## src/rtl/prbs_pkg.sv

```systemverilog
package prbs_pkg;

    // Short generator: recurrence s[n+5] = s[n+3] ^ s[n]
    localparam int              SHORT_W    = 5;
    localparam logic [4:0]      SHORT_TAPS = 5'b01001;
    localparam logic [4:0]      SHORT_SEED = 5'b10101;

    // Long generator: recurrence g[n+8] = g[n+6] ^ g[n+5] ^ g[n+4] ^ g[n]
    localparam int              LONG_W     = 8;
    localparam logic [7:0]      LONG_TAPS  = 8'b0111_0001;
    localparam logic [7:0]      LONG_SEED  = 8'b1010_0110;

    // Derived periods
    localparam int              SHORT_LEN  = (1 << SHORT_W) - 1;
    localparam int              LONG_LEN   = (1 << LONG_W) - 1;

    // Data clock synchroniser depth
    localparam int              SYNC_STAGES = 2;

    typedef logic signed [1:0] bipolar_t;

    typedef struct packed {
        logic short_bit;
        logic long_bit;
        logic frame_start;
    } seq_out_t;

    function automatic bipolar_t to_bipolar(input logic b);
        return b ? 2'sb01 : 2'sb11;
    endfunction

endpackage

```

## src/rtl/prbs_edge_detect.sv

```systemverilog
module prbs_edge_detect #(
    parameter int STAGES = prbs_pkg::SYNC_STAGES
) (
    input  logic clk_i,
    input  logic rst_i,
    input  logic async_i,
    output logic rise_o
);
    logic [STAGES-1:0] sync_q;
    logic              prev_q;

    always_ff @(posedge clk_i) begin
        if (rst_i) begin
            sync_q <= '0;
            prev_q <= 1'b0;
        end else begin
            sync_q <= {sync_q[STAGES-2:0], async_i};
            prev_q <= sync_q[STAGES-1];
        end
    end

    assign rise_o = sync_q[STAGES-1] & ~prev_q;

    // a rising edge yields a single-cycle step, never two in a row
    p_single_step_r4: assert property (@(posedge clk_i) disable iff (rst_i)
        rise_o |=> !rise_o);

endmodule

```

## src/rtl/prbs_lfsr.sv

```systemverilog
module prbs_lfsr #(
    parameter int           W    = prbs_pkg::SHORT_W,
    parameter logic [W-1:0] TAPS = prbs_pkg::SHORT_TAPS,
    parameter logic [W-1:0] SEED = prbs_pkg::SHORT_SEED
) (
    input  logic clk_i,
    input  logic rst_i,
    input  logic restart_i,
    input  logic step_i,
    output logic bit_o
);
    logic [W-1:0] state_q;
    logic [W-1:0] state_d;
    logic         fb;

    // state_q[k] holds sequence bit n+k; bit n is presented
    always_comb begin
        fb      = ^(state_q & TAPS);
        state_d = state_q;
        if (restart_i)
            state_d = SEED;
        else if (step_i)
            state_d = {fb, state_q[W-1:1]};
    end

    always_ff @(posedge clk_i) begin
        if (rst_i) state_q <= SEED;
        else       state_q <= state_d;
    end

    assign bit_o = state_q[0];

    // the register never locks up in the all-zero state
    p_nonzero_r8: assert property (@(posedge clk_i) disable iff (rst_i)
        state_q != '0);

    // a restart lands the register on its seed
    p_restart_seed_r7: assert property (@(posedge clk_i) disable iff (rst_i)
        restart_i |=> state_q == SEED);

    // without a step or restart the register holds
    p_hold_r4: assert property (@(posedge clk_i) disable iff (rst_i)
        (!step_i && !restart_i) |=> $stable(state_q));

endmodule

```

## src/rtl/prbs_pos_counter.sv

```systemverilog
module prbs_pos_counter #(
    parameter int LEN = prbs_pkg::SHORT_LEN
) (
    input  logic clk_i,
    input  logic rst_i,
    input  logic restart_i,
    input  logic step_i,
    output logic start_o
);
    localparam int CW = $clog2(LEN);

    logic [CW-1:0] pos_q;

    always_ff @(posedge clk_i) begin
        if (rst_i || restart_i)
            pos_q <= '0;
        else if (step_i)
            pos_q <= (pos_q == CW'(LEN - 1)) ? '0 : pos_q + 1'b1;
    end

    assign start_o = (pos_q == '0);

    // position stays inside one period
    p_pos_range_r5: assert property (@(posedge clk_i) disable iff (rst_i)
        pos_q < CW'(LEN));

    // the last position wraps to the frame start on a step
    p_wrap_r5: assert property (@(posedge clk_i) disable iff (rst_i)
        (step_i && !restart_i && pos_q == CW'(LEN - 1)) |=> start_o);

endmodule

```

## src/rtl/prbs_dual_gen.sv

```systemverilog
module prbs_dual_gen
    import prbs_pkg::*;
(
    input  logic       clk_i,
    input  logic       rst_i,
    input  logic       dclk_i,
    input  logic       restart_i,
    output logic       short_o,
    output logic [1:0] short_bip_o,
    output logic       long_o,
    output logic       sync_o
);
    logic     step;
    seq_out_t seq;

    prbs_edge_detect #(.STAGES(SYNC_STAGES)) u_edge (
        .clk_i   (clk_i),
        .rst_i   (rst_i),
        .async_i (dclk_i),
        .rise_o  (step)
    );

    prbs_lfsr #(.W(SHORT_W), .TAPS(SHORT_TAPS), .SEED(SHORT_SEED)) u_short (
        .clk_i     (clk_i),
        .rst_i     (rst_i),
        .restart_i (restart_i),
        .step_i    (step),
        .bit_o     (seq.short_bit)
    );

    prbs_lfsr #(.W(LONG_W), .TAPS(LONG_TAPS), .SEED(LONG_SEED)) u_long (
        .clk_i     (clk_i),
        .rst_i     (rst_i),
        .restart_i (restart_i),
        .step_i    (step),
        .bit_o     (seq.long_bit)
    );

    prbs_pos_counter #(.LEN(SHORT_LEN)) u_pos (
        .clk_i     (clk_i),
        .rst_i     (rst_i),
        .restart_i (restart_i),
        .step_i    (step),
        .start_o   (seq.frame_start)
    );

    assign short_o     = seq.short_bit;
    assign long_o      = seq.long_bit;
    assign sync_o      = seq.frame_start;
    assign short_bip_o = to_bipolar(seq.short_bit);

    // frame marker coincides with short bit 0
    p_sync_bit0_r5: assert property (@(posedge clk_i) disable iff (rst_i)
        sync_o |-> short_o == SHORT_SEED[0]);

    // signed output is never zero
    p_bip_nonzero_r6: assert property (@(posedge clk_i) disable iff (rst_i)
        short_bip_o != 2'b00);

endmodule

```

## config.mk

```make
export PLATFORM = sky130hd
export DESIGN_NAME = prbs_dual_gen
export DESIGN_NICKNAME = d
export VERILOG_FILES = /design/src/rtl/prbs_pkg.sv /design/src/rtl/prbs_edge_detect.sv /design/src/rtl/prbs_lfsr.sv /design/src/rtl/prbs_pos_counter.sv /design/src/rtl/prbs_dual_gen.sv
export SDC_FILE = /design/constraint.sdc
export NUM_CORES = 1
export LEC_CHECK = 0
export ABC_AREA = 1
export BUFFER_PORTS_ARGS = -buffer_cell sky130_fd_sc_hd__buf_2
export CAP_MARGIN = 5
export CORE_MARGIN = 5
export CORE_UTILIZATION = 45
export CTS_CLUSTER_SIZE = 16
export DETAILED_ROUTE_END_ITERATION = 12
export HOLD_SLACK_MARGIN = 0.05
export MAX_ROUTING_LAYER = met4
export SLEW_MARGIN = 15
export SYNTH_ARGS = -nofsm -noshare
export SYNTH_HDL_FRONTEND = slang
export SYNTH_SLANG_ARGS = --single-unit
```

## constraint.sdc

```tcl
create_clock -name clk_i -period 1.2 [get_ports clk_i]
set_input_delay 0.18 -clock clk_i [delete_from_list [all_inputs] [get_ports clk_i]]
set_output_delay 0.18 -clock clk_i [all_outputs]
set_load 0.05 [all_outputs]
```

==> results.cfg, run 1 <==
[outcome]
run_status = complete, but fails checks
failed_checks = negative setup slack

[sta]
timing.final.setup_violations = 1
unrepaired_setup_endpoints_after_global_routing = yes
post-route-worst-setup-slack_ns = -0.1326
clock.fmax_mhz = 750.4
holdWs_ns = 0.07755
timing_max_transition_violations_final = 0
timing.setup.tns_ns = -0.1326
clock_skew_ns = 0.01038
post-route-period-util = 1.110
hold_violation_count_in_the_final_report = 0
timing.final.crit_period_ns = 1.333

[cells_and_area]
antenna_cells = 0
design_area_um2 = 1077
layout.area.seq_um2 = 426.7
flow.area_growth_from_synthesis_pct = 19.25
drive_gt1_frac = 0.2647
layout.cells.most_common = sky130_fd_sc_hd__nand2_1
fillers = 196
finalNetCount = 144
stdcell_count = 163
multi_input_area_um2 = 430.4
layout_common_cells = sky130_fd_sc_hd__nand2_1, sky130_fd_sc_hd__dfxtp_1, sky130_fd_sc_hd__nor2_1, sky130_fd_sc_hd__inv_1

[setup_path]
timing.rr.end = u_pos.pos_q[2]$_SDFFE_PP0P_
critPathCaptureType = output pin
critical_path_arrival_ns = 1.15
worstSetupPathType = reg2out
crit_reg_reg_startpoint = u_pos.pos_q[0]$_SDFFE_PP0P_
startpoint_type = flip-flop
crit_fanout = 2
timing.critical_path.from = u_pos.pos_q[4]$_SDFFE_PP0P_
regToRegSetupSlack_ns = 0.05
r2r_cells = 8
critical_path_capture_point = sync_o
crit_required_ns = 1.02

[power]
power_leakage_nw = 0.4706
p_total_mw = 1.169
ir_drop_mv = 0.6752
power-per-cell-area_nw_per_um2 = 1085

[synth]
netlist_area_um2 = 903.4
syn_area_per_cell_um2 = 7.466
synthesis.nets = 128
postSynthRegisterBits = 21
synthesis.instances = 121
post_synth_num_cell_types = 21
ys_warn_count = 0
netlist.top_cell.by_area = sky130_fd_sc_hd__dfxtp_1
synth_sequential_area_ratio = 0.4654
post_synth_main_area_contributors = sky130_fd_sc_hd__dfxtp_1, sky130_fd_sc_hd__nand2_1, sky130_fd_sc_hd__nor2_1, sky130_fd_sc_hd__inv_1, sky130_fd_sc_hd__o21ai_1
synthDominantCellAreaShare = 0.4654

[detailed_routing]
route.antenna.remaining_nets = 0
totalWireLength_mm = 1.606
num_vias = 738
drt_first_pass_iters = 4
drtIter0Drc = 5
drt-vias-per-instance = 4.528
route.detailed.drc = 0
routedWlPerCell_um = 9.853

[clock_tree]
cts_made_buffers = 3
cts.root.buffer_cell = sky130_fd_sc_hd__clkbuf_4
total_clock_sinks = 21
worstSkewPairLatency_ns = 0.30
htreeDepth = 1
cts_tree = built
cts.path.max_buffers = 2
clk_pin_slew_ns = 0.12

[global_route]
grt_first_pass_wirelength_mm = 2.891
grt_start_max_net_pins = 16
antenna_found_initial = 0
grt_pass1_vias = 699
grt_remaining_overflow = 0
grt.total_usage = 0.1415

[placement]
post-dp-hpwl_mm = 1.104
placed_cells = 154
detailed_place.area_um2 = 969.7
gp_congestion = 0.7052
io_buffer_count = 7

[floorplan]
rows = 16
core-area_um2 = 1942
num_io_pins = 9
starting_density_of_the_core = 0.4652
die-width_um = 54.81
overall_die_area_um2 = 3004
die_height_um = 54.81

[flow_run]
timing.max_cap.violations = 0

[hold_path]
timing.hold.worst.class = in2reg
[kinds of logic (layout without fill, tap and decap cells)]
| logic type | Yosys count | count (layout) | share of synthesized area |
|---|---|---|---|
| other | 1 | 1 | 0.004151 |
| adders and majority gates | 3 | 3 | 0.04156 |
| buffers and inverters | 19 | 34 | 0.09419 |
| AOI/OAI and AO/OA | 18 | 18 | 0.1080 |
| xor gates and xnor gates | 1 | 1 | 0.009697 |
| DFF | 21 | 21 | 0.4654 |
| and+or+nand+nor | 58 | 58 | 0.2770 |
[what timing repair did]
action | 4_1_cts | 5_1_grt
hold buffers | 0 | 0
setup buffers | 5 | 0
pin swaps | 2 | 4
resized for setup | 13 | 4
setup endpoints to repair | 1 | 7
[state kept, by name (all words and copies together) (netlist names)]
| signal | cells |
|---|---|
| u_edge.sync_q | 2 |
| u_edge.prev_q | 1 |
| u_short.state_q | 5 |
| u_pos.pos_q | 5 |
| u_long.state_q | 8 |
[routing by layer]
metal	global-route usage	routed length, um	share of wire
met3	0.04905	56	0.035
met5	-	0	0
met2	0.2382	775	0.48
met1	0.1530	764	0.48
met4	0.04979	9	0.0056
[per-stage QoR]
step / setup slack (ns) / util
2_1_floorplan: -0.01147 / -
3_3_place_gp: 0.07399 / 0.4994
3_5_place_dp: 0.06210 / 0.4994
4_1_cts: -0.1490 / 0.5496
5_1_grt: -0.2003 / 0.5548
6_report: -0.1326 / 0.5548
[report_power, final]
part           total, mW  internal (mW)  switching, mW  leakage (nW)
combinational      0.109         0.0377         0.0717         0.283
clock              0.337          0.130          0.207        0.0150
sequential         0.722          0.712         0.0100         0.172
total               1.17          0.880          0.289         0.471
[worst min-delay path by stage]
stage / start / endpoint / slack [ns] / depth (start not counted)
2_1_floorplan: rst_i / u_edge.sync_q[0]$_SDFF_PP0_ / 0.25 / 1
3_3_place_gp: dclk_i / u_edge.sync_q[0]$_SDFF_PP0_ / 0.38 / 3
3_5_place_dp: dclk_i / u_edge.sync_q[0]$_SDFF_PP0_ / 0.39 / 3
4_1_cts: dclk_i / u_edge.sync_q[0]$_SDFF_PP0_ / 0.06 / 3
5_1_grt: rst_i / u_edge.sync_q[1]$_SDFF_PP0_ / 0.05 / 2
6_report: dclk_i / u_edge.sync_q[0]$_SDFF_PP0_ / 0.08 / 3
[Yosys cell counts, drive strengths merged]
cell type,instances
o21bai,1
nand4,2
or2,1
conb,1
o211ai,2
buf,4
dfxtp,21
inv,15
a21oi,6
nand2,32
ha,3
o21ai,9
nor2,18
nand3,5
xnor2,1
[final cells by class]
type | instances | share of cell area
inverters | 15 | 0.05226
multi-input cells | 81 | 0.3995
clock buffers | 4 | 0.02439
well taps | 27 | 0.03136
flip-flops and latches | 21 | 0.3961
repair buffers | 15 | 0.09640
[critical path: stages, from the launching register on]
cell	delay, ns
sky130_fd_sc_hd__dfxtp_2	0.34
sky130_fd_sc_hd__or2_4	0.25
sky130_fd_sc_hd__nor2_4	0.10
sky130_fd_sc_hd__buf_6	0.15
Power figures use the tool's default switching activity.
==> inputs of run 2 (changes only) <==
--- a/config.mk
+++ b/config.mk
@@ -17,4 +17,5 @@
 export SLEW_MARGIN = 15
 export SYNTH_ARGS = -nofsm -noshare
 export SYNTH_HDL_FRONTEND = slang
+export SYNTH_HIERARCHICAL = 1
 export SYNTH_SLANG_ARGS = --single-unit
==> run 2 against run 1 <==
The run still ends with negative setup slack left. Global-route usage shrank 2.1 points. Wire length grew 10%. Clock skew shrank 0.0045 ns. First-iteration DRC count grew to 3.4 times the previous value. Utilization grew 3.6 points. Synthesized cell count grew 5.8%. Worst setup slack lost 0.061 ns. Die area grew 4.6%. Critical endpoint unchanged.
==> results.cfg, run 2 <==
[power]
power_leakage_nw = 0.5146
power-per-cell-area_nw_per_um2 = 1002
ir_drop_mv = 1.033

[hold_path]
timing.hold.worst.class = in2reg
hold_path_end = u_edge/sync_q[0]$_SDFF_PP0_
worstHoldStart = dclk_i
min_path_cells = 3

[clock_tree]
total_clock_sinks = 21
htreeDepth = 1
cts.root.buffer_cell = sky130_fd_sc_hd__clkbuf_4
worstSkewPairLatency_ns = 0.30
cts_hold_buf = 0
cts_tree = built
cts_made_buffers = 3
clk_pin_slew_ns = 0.11
cts.path.max_buffers = 2

[global_route]
grt_remaining_overflow = 0
grt_first_pass_wirelength_mm = 2.967
antenna_found_initial = 0
grt.total_usage = 0.1206
grt_pass1_vias = 749
grt_start_max_net_pins = 13

[sta]
post-route-period-util = 1.162
timing_max_transition_violations_final = 0
hold_violation_count_in_the_final_report = 0
timing.final.setup_violations = 1
timing.final.crit_period_ns = 1.394
clock_skew_ns = 0.005841
clock.fmax_mhz = 717.4
post-route-worst-setup-slack_ns = -0.1938
unrepaired_setup_endpoints_after_global_routing = yes

[cells_and_area]
stdcell_count = 172
finalNetCount = 153
antenna_cells = 0
flow.area_growth_from_synthesis_pct = 23.98
largest_register = u_long/state_q
largest_reg_flops = 8
largest_registers = u_long/state_q x8, u_pos/pos_q x5, u_short/state_q x5
layout.cells.most_common = sky130_fd_sc_hd__nand2_1
drive_gt1_frac = 0.3310
layout_common_cells = sky130_fd_sc_hd__nand2_1, sky130_fd_sc_hd__dfxtp_1, sky130_fd_sc_hd__inv_1, sky130_fd_sc_hd__buf_4, sky130_fd_sc_hd__nor2_1

[synth]
synthesis.instances = 128
top_flip_flop_cell_by_instance_count_after_synthesis = sky130_fd_sc_hd__dfxtp_1
synthDominantCellAreaShare = 0.4404
post_synth_most_frequent_cells = sky130_fd_sc_hd__nand2_1, sky130_fd_sc_hd__dfxtp_1, sky130_fd_sc_hd__inv_1, sky130_fd_sc_hd__nor2_1, sky130_fd_sc_hd__a21oi_1
netlist_area_um2 = 954.7
ys_warn_count = 6
synth-edff-count = 0
post_synth_main_area_contributors = sky130_fd_sc_hd__dfxtp_1, sky130_fd_sc_hd__nand2_1, sky130_fd_sc_hd__inv_1, sky130_fd_sc_hd__nor2_1, sky130_fd_sc_hd__a21oi_1
post_synth_num_cell_types = 26
synthesis.nets = 135
syn_area_per_cell_um2 = 7.458
synth-async-reset-ratio = 0
synth_sequential_area_ratio = 0.4404
postSynthRegisterBits = 21
netlist.top_cell.by_area = sky130_fd_sc_hd__dfxtp_1
yosysMostFrequentCell = sky130_fd_sc_hd__nand2_1

[floorplan]
die-width_um = 56.06
overall_die_area_um2 = 3143
rows = 16
starting_density_of_the_core = 0.4769
num_io_pins = 9
die_height_um = 56.06
core-area_um2 = 2002

[placement]
post-dp-hpwl_mm = 1.164
gp_congestion = 0.7503
place_ws_ns = -0.0002854
io_buffer_count = 7
placed_cells = 163

[setup_path]
regToRegSetupSlack_ns = 0.04
crit_reg_reg_startpoint = u_pos/pos_q[0]$_SDFFE_PP0P_
worstSetupPathType = reg2out
startpoint_type = flip-flop
critPathCaptureType = output pin
timing.rr.end = u_pos/pos_q[3]$_SDFFE_PP0P_
r2r_cells = 6
critical_path_arrival_ns = 1.21
crit_fanout = 2
crit_required_ns = 1.02

[detailed_routing]
totalWireLength_mm = 1.769
num_vias = 787
routedWlPerCell_um = 10.28
drtIter0Drc = 17
route.antenna.remaining_nets = 0
drt-vias-per-instance = 4.576
drt_first_pass_iters = 4
route.detailed.drc = 0

[outcome]
run_status = complete, but fails checks
failed_checks = negative setup slack

[flow_run]
timing.max_cap.violations = 0
==> run 2: layout make-up <==
cell class / instances / area, um^2
sequential: 21 / 424.2
timing repair buffer: 16 / 113.9
multi-input combinational: 85 / 506.7
clock buffer: 3 / 22.52
clock inverter: 1 / 5.005
tap: 27 / 33.78
inverter: 19 / 77.57
fill: 189 / 818.3
==> run 2: timing repair <==
action	CTS	global route
pin swaps	3	6
resized for setup	9	16
buffers inserted	3	3
endpoints found under the setup margin	1	11
==> run 2: power breakdown <==
part	switching, mW	total (mW)	leakage (nW)	internal [mW]
sequential	0.00900	0.721	0.171	0.712
clock	0.215	0.340	0.0177	0.124
combinational	0.0793	0.125	0.326	0.0461
total	0.304	1.19	0.515	0.882
==> run 2: cell families (layout without fill, tap and decap cells) <==
kind of cell,count (synthesis),count (layout),share of synthesized area
xor+xnor,1,1,0.009176
flops,21,21,0.4404
other cells,1,1,0.003928
compound gates,19,19,0.1219
buf+inv,22,39,0.1127
fa+ha+maj,3,3,0.03932
simple gates,60,60,0.2621
mux,1,1,0.01049
==> run 2: layer usage <==
metal | vias to the layer above | wire [um] | global-route usage
li1 | 429 | - | -
met1 | 342 | 799 | 0.1401
met2 | 12 | 846 | 0.1770
met3 | 4 | 78 | 0.05336
met4 | 0 | 44 | 0.05763
met5 | - | 0 | -
==> run 2: stage by stage <==
stage	TNS [ns]	power (mW)	cell area [um^2]	utilization	hold slack, ns
after detailed placement	-0.0002854	0.8460	1031	0.5150	0.3876
after floorplan	-0.1806	0.8216	962.2	-	0.2512
after CTS	-0.2238	1.194	1105	0.5519	0.06291
after global routing	-0.3363	1.262	1184	0.5913	0.05675
after global placement	0	0.8436	1031	0.5150	0.3835
final	-0.1938	1.186	1184	0.5913	0.07027
==> run 2: how the worst max path moves through the flow <==
stage	startpoint	to	slack (ns)	depth (start not counted)
final	u_pos/pos_q[1]$_SDFFE_PP0P_	sync_o	-0.19	5
after global routing	u_pos/pos_q[1]$_SDFFE_PP0P_	sync_o	-0.27	5
after CTS	u_pos/pos_q[1]$_SDFFE_PP0P_	sync_o	-0.22	5
after detailed placement	u_pos/pos_q[0]$_SDFFE_PP0P_	sync_o	-0.0003	5
after global placement	u_pos/pos_q[0]$_SDFFE_PP0P_	sync_o	0.05	5
after floorplan	u_pos/pos_q[0]$_SDFFE_PP0P_	sync_o	-0.18	4
==> run 2: critical path, cell delays in order, from the launching register on <==
cell and delay (ns):
sky130_fd_sc_hd__dfxtp_2 0.35, sky130_fd_sc_hd__inv_2 0.07, sky130_fd_sc_hd__ha_4 0.14, sky130_fd_sc_hd__nand2_2 0.05, sky130_fd_sc_hd__nor3_2 0.12, sky130_fd_sc_hd__buf_6 0.18
==> inputs of run 3 (changes only) <==
--- a/config.mk
+++ b/config.mk
@@ -12,6 +12,7 @@
 export CORE_UTILIZATION = 45
 export CTS_CLUSTER_SIZE = 16
 export DETAILED_ROUTE_END_ITERATION = 12
+export GPL_TIMING_DRIVEN = 0
 export HOLD_SLACK_MARGIN = 0.05
 export MAX_ROUTING_LAYER = met4
 export SLEW_MARGIN = 15
==> constraint.sdc (replaced) <==
create_clock -name clk_i -period 1.2 [get_ports clk_i]
set_input_delay 0.12 -clock clk_i [delete_from_list [all_inputs] [get_ports clk_i]]
set_output_delay 0.12 -clock clk_i [all_outputs]
set_load 0.05 [all_outputs]
==> run 3 against run 2 <==
The run still ends with negative setup slack left. Clock skew is 0.0012 ns higher. Critical path depth did not move. Sequential cell count stayed put. Die area unchanged. Combinational power rose by 10%. Wire length is 4.5% lower. Worst setup slack better by 0.088 ns. Worst hold slack worse by 0.0079 ns. Global-route usage shrank 0.85 points. Fmax increased by 6.7%. First-iteration DRC count decreased by 71%. Critical path type unchanged.
==> results.cfg, run 3 (synthesis results as in run 2) <==
[sta]
post-route-period-util = 1.089
clock.fmax_mhz = 765.6
holdWs_ns = 0.06233
timing.setup.tns_ns = -0.2566
hold_violation_count_in_the_final_report = 0
unrepaired_setup_endpoints_after_global_routing = yes
post-route-worst-setup-slack_ns = -0.1062
timing.final.setup_violations = 6
timing.final.crit_period_ns = 1.306
clock_skew_ns = 0.007012
timing_max_transition_violations_final = 0

[flow_run]
timing.max_cap.violations = 0

[cells_and_area]
antenna_cells = 0
finalNetCount = 155
layout_common_cells = sky130_fd_sc_hd__nand2_1, sky130_fd_sc_hd__dfxtp_1, sky130_fd_sc_hd__inv_1, sky130_fd_sc_hd__nor2_1
layout.cells.most_common = sky130_fd_sc_hd__nand2_1
drive_gt1_frac = 0.3469
design_area_um2 = 1221
largest_register = u_long/state_q
largest_reg_flops = 8
flow.area_growth_from_synthesis_pct = 27.92
stdcell_count = 174
largest_registers = u_long/state_q x8, u_pos/pos_q x5, u_short/state_q x5
fillers = 211

[setup_path]
crit_required_ns = 1.08
regToRegSetupSlack_ns = -0.04
timing.critical_path.buf_inv = 2
critPathMaxStageDelay_ns = 0.34
timing.critical_path.from = u_pos/pos_q[0]$_SDFFE_PP0P_
worstSetupPathType = reg2out
worstPathCellList = inv_2 > ha_4 > nand2_2 > nor3_2 > buf_6
crit_fanout = 2
cpLargestDelayFamily = flip-flops
timing.rr.end = u_pos/pos_q[1]$_SDFFE_PP0P_
startpoint_type = flip-flop
r2r_cells = 7
critical_path_arrival_ns = 1.19
crit_reg_reg_startpoint = u_pos/pos_q[0]$_SDFFE_PP0P_
slowest_stage = sky130_fd_sc_hd__dfxtp_2
critical_path_capture_point = sync_o
cp_num_cells = 5
critPathCaptureType = output pin

[global_route]
grt_start_max_net_pins = 12
grt_first_pass_wirelength_mm = 2.801
grt_pass1_vias = 686
grt_remaining_overflow = 0
grt.total_usage = 0.1121
antenna_found_initial = 0

[placement]
detailed_place.area_um2 = 1031
post-dp-hpwl_mm = 1.083
io_buffer_count = 7
gp_congestion = 0.7655
placed_cells = 162

[clock_tree]
htreeDepth = 1
cts.path.max_buffers = 2
cts_tree = built
cts.root.buffer_cell = sky130_fd_sc_hd__clkbuf_4
cts_made_buffers = 3
worstSkewPairLatency_ns = 0.29
clk_pin_slew_ns = 0.12
total_clock_sinks = 21

[detailed_routing]
drtIter0Drc = 5
totalWireLength_mm = 1.690
num_vias = 796
route.antenna.remaining_nets = 0
drt_first_pass_iters = 3
route.detailed.drc = 0
routedWlPerCell_um = 9.713
drt-vias-per-instance = 4.575

[power]
ir_drop_mv = 0.5249
power_leakage_nw = 0.5189
power-per-cell-area_nw_per_um2 = 972.7

[outcome]
failed_checks = negative setup slack
run_status = complete, but fails checks

[floorplan]
starting_density_of_the_core = 0.4769
rows = 16
num_io_pins = 9
core-area_um2 = 2002
die-width_um = 56.06
overall_die_area_um2 = 3143
die_height_um = 56.06

[hold_path]
worstHoldStart = rst_i
timing.hold.worst.class = in2reg
run 3: cell types whose count changed in the layout (fill, tap and decap cells not counted), moves of 2 or more:
cell | previous run | this run
sky130_fd_sc_hd__o21ai_1 | 5 | 2
sky130_fd_sc_hd__buf_6 | 1 | 4
sky130_fd_sc_hd__buf_4 | 10 | 6
sky130_fd_sc_hd__o21ai_2 | 0 | 2
sky130_fd_sc_hd__a21oi_2 | 4 | 6
sky130_fd_sc_hd__buf_2 | 4 | 6
sky130_fd_sc_hd__a21oi_1 | 6 | 4
run 3: power breakdown:
group | internal (mW) | switching [mW]
clock | 0.129 | 0.200
sequential | 0.712 | 0.00907
combinational | 0.0554 | 0.0828
run 3: per-layer routing:
| metal | vias up | wire length (um) | track usage |
|---|---|---|---|
| met2 | 6 | 850 | 0.1786 |
| met1 | 355 | 777 | 0.1395 |
| met4 | 0 | 10 | 0.04068 |
| met5 | - | 0 | - |
| li1 | 433 | - | - |
| met3 | 2 | 51 | 0.02320 |
run 3: per-stage QoR:
stage	utilization	power, mW	worst slack [ns]
2_1_floorplan	-	0.8216	-0.1206
3_3_place_gp	0.5150	0.8447	-0.2102
3_5_place_dp	0.5150	0.8465	-0.2159
4_1_cts	0.5763	1.194	-0.1865
5_1_grt	0.6100	1.251	-0.1677
6_report	0.6100	1.188	-0.1062
run 3: worst min path at each step:
| stage | to | slack (ns) | depth (start not counted) |
|---|---|---|---|
| after CTS | u_edge/sync_q[1]$_SDFF_PP0_ | 0.06 | 2 |
| after floorplan | u_edge/sync_q[0]$_SDFF_PP0_ | 0.19 | 1 |
| after global placement | u_edge/sync_q[0]$_SDFF_PP0_ | 0.32 | 3 |
| after detailed placement | u_edge/sync_q[0]$_SDFF_PP0_ | 0.33 | 3 |
| after global routing | u_edge/sync_q[1]$_SDFF_PP0_ | 0.06 | 2 |
| final | u_edge/sync_q[1]$_SDFF_PP0_ | 0.06 | 2 |
run 3: what timing repair did:
item	4_1_cts	5_1_grt
cloned	0	0
hold buffers	1	0
resized for setup	10	14
endpoints found under the setup margin	18	9
setup buffers	6	1
pin swaps	4	5
endpoints found under the hold margin	1	0
run 3: final cells by class:
type	instances	area (um^2)	share of cell area
repair buffers	15	120.1	0.09836
plain buffers	3	30.03	0.02459
clock buffers	4	26.28	0.02152
flip-flops and latches	21	424.2	0.3473
multi-input cells	85	509.2	0.4170
well taps	27	33.78	0.02766
inverters	19	77.57	0.06352
run 3: worst reg2reg max path: stages, from the launching register on:
cell,delay (ns)
sky130_fd_sc_hd__dfxtp_2,0.34
sky130_fd_sc_hd__inv_2,0.07
sky130_fd_sc_hd__buf_4,0.11
sky130_fd_sc_hd__buf_6,0.09
sky130_fd_sc_hd__ha_4,0.13
sky130_fd_sc_hd__nand3_4,0.08
sky130_fd_sc_hd__o21ai_4,0.26
sky130_fd_sc_hd__nor2_1,0.06
